<file path="config.mk">
export PLATFORM = sky130hd
export DESIGN_NAME = hostMuxBus
export DESIGN_NICKNAME = d
export VERILOG_FILES = /design/src/rtl/hostMuxBusPkg.sv /design/src/rtl/hmbSync.sv /design/src/rtl/hmbCtrl.sv /design/src/rtl/hmbDatapath.sv /design/src/rtl/hostMuxBus.sv
export SDC_FILE = /design/constraint.sdc
export NUM_CORES = 1
export LEC_CHECK = 0
export CAP_MARGIN = 0
export CORE_ASPECT_RATIO = 1.1
export CORE_MARGIN = 5
export CORE_UTILIZATION = 55
export DETAILED_ROUTE_END_ITERATION = 12
export HOLD_SLACK_MARGIN = 0.15
export PLACE_DENSITY_LB_ADDON = 0.12
export SLEW_MARGIN = 5
export SYNTH_ARGS = -nofsm -noshare
export SYNTH_HDL_FRONTEND = slang
export SYNTH_SLANG_ARGS = --single-unit
export TNS_END_PERCENT = 100
</file>
<file path="constraint.sdc">
create_clock -name clk -period 5.3 [get_ports clk]
set_input_delay 1.06 -clock clk [delete_from_list [all_inputs] [get_ports clk]]
set_output_delay 1.06 -clock clk [all_outputs]
set_load 0.05 [all_outputs]
</file>
<file path="src/rtl/hostMuxBusPkg.sv">
package hostMuxBusPkg;
  // strobes issued by the control unit to the datapath
  typedef struct packed {
    logic capAddr;   // latch the bus as address
    logic commit;    // write the bus into the addressed register
  } hmbStrobe_t;
endpackage

</file>
<file path="src/rtl/hmbSync.sv">
module hmbSync #(
  parameter int N = 4,
  parameter logic [N-1:0] IDLE = '1
) (
  input  logic         clk,
  input  logic         rstN,
  input  logic [N-1:0] rawIn,
  output logic [N-1:0] syncOut
);
  for (genvar g = 0; g < N; g++) begin : gBit
    logic stage1, stage2;
    always_ff @(posedge clk or negedge rstN) begin
      if (!rstN) begin
        stage1 <= IDLE[g];
        stage2 <= IDLE[g];
      end else begin
        stage1 <= rawIn[g];
        stage2 <= stage1;
      end
    end
    assign syncOut[g] = stage2;
  end
endmodule

</file>
<file path="src/rtl/hmbCtrl.sv">
module hmbCtrl
  import hostMuxBusPkg::*;
(
  input  logic       clk,
  input  logic       rstN,
  input  logic       asS,
  input  logic       dsS,
  input  logic       rwS,
  input  logic       csS,
  input  logic       addrHit,
  output hmbStrobe_t stb,
  output logic       oeQ,
  output logic       selQ
);
  logic asPrev, dsPrev, rwPrev;
  logic styleAQ, doneQ;
  logic asFall, asRise, dsFall, rwRise;
  logic wrStyleA, wrStyleB, oeNext;

  assign asFall = asPrev & ~asS;
  assign asRise = ~asPrev & asS;
  assign dsFall = dsPrev & ~dsS;
  assign rwRise = ~rwPrev & rwS;

  assign wrStyleA = styleAQ & rwRise & ~asS;
  assign wrStyleB = ~styleAQ & dsFall & ~rwS & ~asS;

  always_comb begin
    stb = '0;
    stb.capAddr = asFall;
    stb.commit  = selQ & ~doneQ & addrHit & (wrStyleA | wrStyleB);
  end

  assign oeNext = selQ & ~asS & rwS & (styleAQ ? ~dsS : dsS);

  always_ff @(posedge clk or negedge rstN) begin
    if (!rstN) begin
      asPrev  <= 1'b1;
      dsPrev  <= 1'b1;
      rwPrev  <= 1'b1;
      selQ    <= 1'b0;
      styleAQ <= 1'b1;
      doneQ   <= 1'b0;
      oeQ     <= 1'b0;
    end else begin
      asPrev <= asS;
      dsPrev <= dsS;
      rwPrev <= rwS;
      oeQ    <= oeNext;
      if (asFall) begin
        selQ    <= ~csS;
        styleAQ <= dsS;
        doneQ   <= 1'b0;
      end else begin
        if (asRise) selQ <= 1'b0;
        if (stb.commit) doneQ <= 1'b1;
      end
    end
  end
endmodule

</file>
<file path="src/rtl/hmbDatapath.sv">
module hmbDatapath
  import hostMuxBusPkg::*;
#(
  parameter int DATA_W = 8,
  parameter int DEPTH  = 4
) (
  input  logic              clk,
  input  logic              rstN,
  input  logic [DATA_W-1:0] busIn,
  input  hmbStrobe_t        stb,
  output logic              addrHit,
  output logic [DATA_W-1:0] readData,
  output logic              wrPulse,
  output logic [DATA_W-1:0] wrAddr,
  output logic [DATA_W-1:0] wrData
);
  localparam int IDX_W = (DEPTH > 1) ? $clog2(DEPTH) : 1;
  localparam logic [DATA_W-1:0] DEPTH_V = DATA_W'(DEPTH);

  logic [DATA_W-1:0] addrQ;
  logic [DATA_W-1:0] regs [DEPTH];
  logic [IDX_W-1:0]  idx;

  assign idx      = addrQ[IDX_W-1:0];
  assign addrHit  = addrQ < DEPTH_V;
  assign readData = addrHit ? regs[idx] : '0;
  assign wrAddr   = addrQ;

  always_ff @(posedge clk or negedge rstN) begin
    if (!rstN) begin
      addrQ   <= '0;
      wrPulse <= 1'b0;
      wrData  <= '0;
      for (int i = 0; i < DEPTH; i++) regs[i] <= '0;
    end else begin
      wrPulse <= stb.commit;
      if (stb.capAddr) addrQ <= busIn;
      if (stb.commit) begin
        wrData    <= busIn;
        regs[idx] <= busIn;
      end
    end
  end
endmodule

</file>
<file path="src/rtl/hostMuxBus.sv">
module hostMuxBus
  import hostMuxBusPkg::*;
#(
  parameter int DEPTH = 4
) (
  input  logic       clk,
  input  logic       rstN,
  input  logic [7:0] adIn,
  output logic [7:0] adOut,
  output logic       adOe,
  input  logic       asIn,
  input  logic       dsIn,
  input  logic       rwIn,
  input  logic       csN,
  output logic       wrPulse,
  output logic [7:0] wrAddr,
  output logic [7:0] wrData
);
  logic [3:0] syncV;
  logic asS, dsS, rwS, csS, addrHit, selQ;
  hmbStrobe_t stb;

  hmbSync #(.N(4), .IDLE(4'b1111)) uSync (
    .clk(clk), .rstN(rstN),
    .rawIn({csN, rwIn, dsIn, asIn}), .syncOut(syncV)
  );
  assign {csS, rwS, dsS, asS} = syncV;

  hmbCtrl uCtrl (
    .clk(clk), .rstN(rstN), .asS(asS), .dsS(dsS), .rwS(rwS), .csS(csS),
    .addrHit(addrHit), .stb(stb), .oeQ(adOe), .selQ(selQ)
  );

  hmbDatapath #(.DATA_W(8), .DEPTH(DEPTH)) uDp (
    .clk(clk), .rstN(rstN), .busIn(adIn), .stb(stb), .addrHit(addrHit),
    .readData(adOut), .wrPulse(wrPulse), .wrAddr(wrAddr), .wrData(wrData)
  );
endmodule

</file>
Yosys cells after proc, flatten, opt, wreduce, memory -nomap -nowiden --
Cells that the tools add are included.
Storage, ports and cells: bits in registers 64, output and inout port bits 26
Cells by class: mux-type cells 12, bitwise operators 25, order comparisons 3, reduce and logical (&&, ||, !) cells 3
Operator list (count):
- $bwmux W32 | 1
- $mux W8 | 4
- $bmux W8 S2 | 1
- $demux W8 S2 | 1
- $and A1 B1 Y1 | 15
- $lt A8 B3 Y1 const B | 1
- $not A1 Y1 | 8
- $mux W1 | 5
- $reduce_bool A2 Y1 | 2
- $ge A3 B3 Y1 const B | 1
- $lt A3 B1 Y1 const B | 1
- $not A2 Y3 | 1
- $logic_and A1 B1 Y1 | 1
- $or A1 B1 Y1 | 1

Longest topological paths before layout --
depth in word-level cells 9, depth in mapped cells 5

Modules after synthesis --
From an unflattened synthesis, not the netlist that was laid out.
Unflattened totals: cell total of the unflattened synthesis 161, area total of the unflattened synthesis 2657.5 sq um
By module, submodules not included:
- hmbDatapath | area an instance 2109.5 sq um, sequential area each 1226.2 sq um, cells an instance 124, instances 1
- hmbCtrl | area an instance 307.8 sq um, sequential area each 180.2 sq um, cells an instance 25, instances 1
- hmbSync | area an instance 240.2 sq um, sequential area each 210.2 sq um, cells an instance 12, instances 1

Worst setup path before layout --
Ideal clock, no wire load.
path type flip-flop to output port, start register uDp.addrQ[0] (netlist: uDp.wrAddr[0]), end output adOut[0], cell stages (with the launch flop) 4, data required time 4240 ps, setup slack 2186 ps, arrival time 2054 ps, path buffers 1, path through dfrtp_1 > buf_1 > mux4_2 > and3_1
On the way: word-level cells in the longest chain between the ends 5, elaborated cells between the ends (all ways) 6, those cells by class order compare (1); mux (4); bitwise (1)
RTL lines:
- from (decl) | RTL line hmbDatapath.sv:20 | logic [DATA_W-1:0] addrQ;
- from (signal assigned) | RTL line hmbDatapath.sv:37 | if (stb.capAddr) addrQ <= busIn;
- branches (longest 4 deep; another with $lt A8 B3 Y1)
- $mux W8 (*) | RTL line hmbDatapath.sv:26 | assign readData = addrHit ? regs[idx] : '0;
- to (decl) | RTL line hostMuxBus.sv:9 | output logic [7:0] adOut,
Every way passes the cells marked *. The select of a mux whose other input is x is not followed.

Worst setup path in the final report --
start register uDp.addrQ[0] (netlist: uDp.wrAddr[0]), end output adOut[4]
The elaborated chain is that of the path after synthesis.

==> results.json <==
{
  "yosysTopAreaCell": "dfrtp_1",
  "synth-main-ff-cell": "dfrtp_1",
  "place_area_um2": 3100,
  "criticalPathCategory": "reg2out",
  "areaGrowthSynthToFinish_pct": 23.5,
  "layout.cells.non_filler": 266,
  "clock_path_buffers": 2,
  "synth_xor_area_share_pct": 0.327,
  "cts_buffers": 9,
  "antenna_found_initial": 0,
  "syn-num-nets": 174,
  "port_buffers": 39,
  "yosysMostFrequentCell": "dfrtp_1",
  "drc": 0,
  "cp-start-kind": "register",
  "synth_seq_area_share_pct": 60.4,
  "seqPwrFrac_pct": 49.8,
  "post-route-period-util_pct": 68.6,
  "grt_max_degree": 65,
  "diodes": 0,
  "post-place-cells": 250,
  "core_um2": 4680,
  "overflow": 0,
  "vdd.ir_drop.worst_v": 0.000192,
  "swShare_pct": 25.9,
  "synth.top_cells.by_count": "dfrtp_1, mux2_2, dfstp_2",
  "synth_cell_types": 30,
  "cp_cell_sequence": "mux4_2 -> and3_1 -> clkdlybuf4s50_1",
  "fin_util_pct": 70.6,
  "wl_per_cell_um": 20.3,
  "max_freq_ghz": 0.275,
  "start_util_pct": 57.2,
  "root_buffer": "clkbuf_8",
  "fin_hold_ws_ns": 0.360,
  "ant_nets": 0,
  "synth_top_family_by_area": "multiplexers",
  "routed_via_density": 5.80,
  "cts.repair.resized": 0,
  "first_global_vias": 1720,
  "p_clk_share_pct": 37.7,
  "worst_slew_pin_slew_ns": 0.799,
  "cap_violations": 0,
  "synth_cells": 159,
  "gr-usage-all-layers_pct": 18.2,
  "max_slew_margin_pct": 46.7,
  "syn_avg_cell_area_um2": 16.8,
  "ys_seq_elements": 64,
  "fillers": 333,
  "path_delay_family": "flip-flops",
  "htreeDepth": 3,
  "critPathMaxFanout": 14,
  "row_count": 26,
  "setup_viol": 0,
  "hp-class": "reg2reg",
  "cts_tree": "built",
  "ys_warn_count": 0,
  "crit_slowest_cell": "dfrtp_1",
  "critPathBufInv": 1,
  "hold_viol": 0,
  "p_int_uw": 805,
  "min_period_ns": 3.64,
  "p_leak_nw": 1.53,
  "dp_hpwl_um": 3550,
  "arrival_ns": 2.58,
  "via_count": 1544,
  "grt_pass1_wl_um": 8920,
  "tns_ns": 0,
  "ys_async_sr_fraction_pct": 100,
  "clk_pin_slew_ns": 0.07,
  "drive_gt1_share_pct": 45.7,
  "synth_mux_area_share_pct": 28.5,
  "cpPeakStageDelay_ns": 0.77,
  "p_comb_share_pct": 12.5,
  "finalMaxSlewViolations": 0,
  "place.gp.congestion": 0.776,
  "p_sw_uw": 281,
  "synth_fa_ha_area_share_pct": 0.467,
  "yosys.area.top_type_share_pct": 48.6,
  "dieArea_um2": 6370,
  "cp-end-kind": "output port",
  "nets": 220,
  "synth_edf_count": 0,
  "rsz0062_at_grt": "no",
  "status": "completed",
  "drtIter0Drc": 49,
  "synth_compound_area_share_pct": 1.54,
  "fin_worst_skew_ns": 0.00604,
  "dr.pass1.iters": 4,
  "clk_latency_ns": 0.33,
  "power_density_nw_per_um2": 329,
  "synth_area_leaders": "dfrtp_1, mux2_2, dfstp_2, mux4_2, mux2_4",
  "stdcell_area_um2": 3310,
  "post_cts_buffers": 0,
  "yosys.area_share.simple_pct": 6.73,
  "cts_sinks": 64,
  "die_x_um": 76.5,
  "die_y_um": 83.2,
  "pin_count": 40,
  "worstPathRequired_ns": 4.24,
  "synth_area_um2": 2680,
  "hold_buffers": 0,
  "totalWireLength_um": 5390
}
## state kept, by name, indices dropped and copies added, names as in the netlist
register / cells
uCtrl.doneQ: 1
uCtrl.oeQ: 1
uDp.wrPulse: 1
uCtrl.styleAQ: 1
uCtrl.selQ: 1
uDp.regs: 32
uSync.gBit.stage2: 4
uSync.gBit.stage1: 4
uCtrl.asPrev: 1
uDp.wrAddr: 8
uCtrl.rwPrev: 1
uCtrl.dsPrev: 1
uDp.wrData: 8
## worst reg2reg max path: cells and delay by family (launching register included)
| kind | cells | cell delay, ns |
|---|---|---|
| multiplexers | 1 | 0.38 |
| flip-flops | 1 | 0.51 |
| AND/OR/NAND/NOR | 2 | 1.02 |
| AO/OA/AOI/OAI | 1 | 0.63 |
## power by group through the flow
stage / sequential, mW / clock [mW] / combinational (mW)
2_1_floorplan: 0.572 / 0 / 0.0525
3_3_place_gp: 0.548 / 0 / 0.135
3_5_place_dp: 0.550 / 0 / 0.137
4_1_cts: 0.542 / 0.417 / 0.138
5_1_grt: 0.545 / 0.440 / 0.144
6_report: 0.541 / 0.409 / 0.136
## cells in the final DEF, fill, tap and decap left out, types with 2 or more instances in the layout
cell / instances
clkbuf_8: 14
clkinv_2: 2
mux2_4: 8
mux2_2: 41
dfstp_2: 12
nor2_1: 4
clkdlybuf4s50_1: 38
dfrtp_1: 52
mux4_2: 8
buf_4: 3
and3_1: 8
## path summary, 6_finish.rpt
path	from	endpoint	slack [ns]	depth (start not counted)
min in group asynchronous	rstN	uCtrl.oeQ$_DFF_PN0_	0.90	2
min	uSync.gBit[0].stage1$_DFF_PN1_	uSync.gBit[0].stage2$_DFF_PN1_	0.36	0
max in group asynchronous	rstN	uDp.wrAddr[6]$_DFFE_PN0P_	3.88	2
min reg2reg	uSync.gBit[0].stage1$_DFF_PN1_	uSync.gBit[0].stage2$_DFF_PN1_	0.36	0
max	uDp.wrAddr[0]$_DFFE_PN0P_	adOut[4]	1.66	3
max reg2reg	uCtrl.dsPrev$_DFF_PN1_	uDp.regs[16]$_DFFE_PN0P_	2.64	4
## logic make-up (layout without fill, tap and decap cells)
kind of cell,after synthesis,count (layout)
AO/OA/AOI/OAI,3,3
adder cells (fa/ha/maj),1,1
buffers and inverters,8,59
XOR/XNOR,1,1
multiplexers,57,57
flip-flops,64,64
AND/OR/NAND/NOR,25,25
## cell type report
| type | count | area, µm² | area share (%) |
|---|---|---|---|
| clock buffers | 14 | 193 | 5.83 |
| multi-input cells | 87 | 1000 | 30.4 |
| clock inverters | 2 | 10.0 | 0.303 |
| flip-flops and latches | 64 | 1620 | 48.9 |
| repair buffers | 42 | 408 | 12.3 |
| inverters | 1 | 3.75 | 0.114 |
| well taps | 56 | 70.1 | 2.12 |
## per-stage QoR
stage               total power [mW]  setup WS (ns)
floorplan                      0.624           2.19
global placement               0.683           1.99
detailed placement             0.688           1.97
CTS                             1.10           1.62
global route                    1.13           1.54
finish                          1.09           1.66
## routing by layer
metal / global-route usage, % / part of all wire, % / wire length, µm / vias up
li1: - / - / - / 672
met4: 7.47 / 1.2 / 62 / 0
met5: 0 / 0 / 0 / -
met1: 22.8 / 43 / 2310 / 824
met3: 5.19 / 4.6 / 249 / 8
met2: 29.4 / 51 / 2770 / 40
No activity file was read; power rests on OpenSTA's default activity.
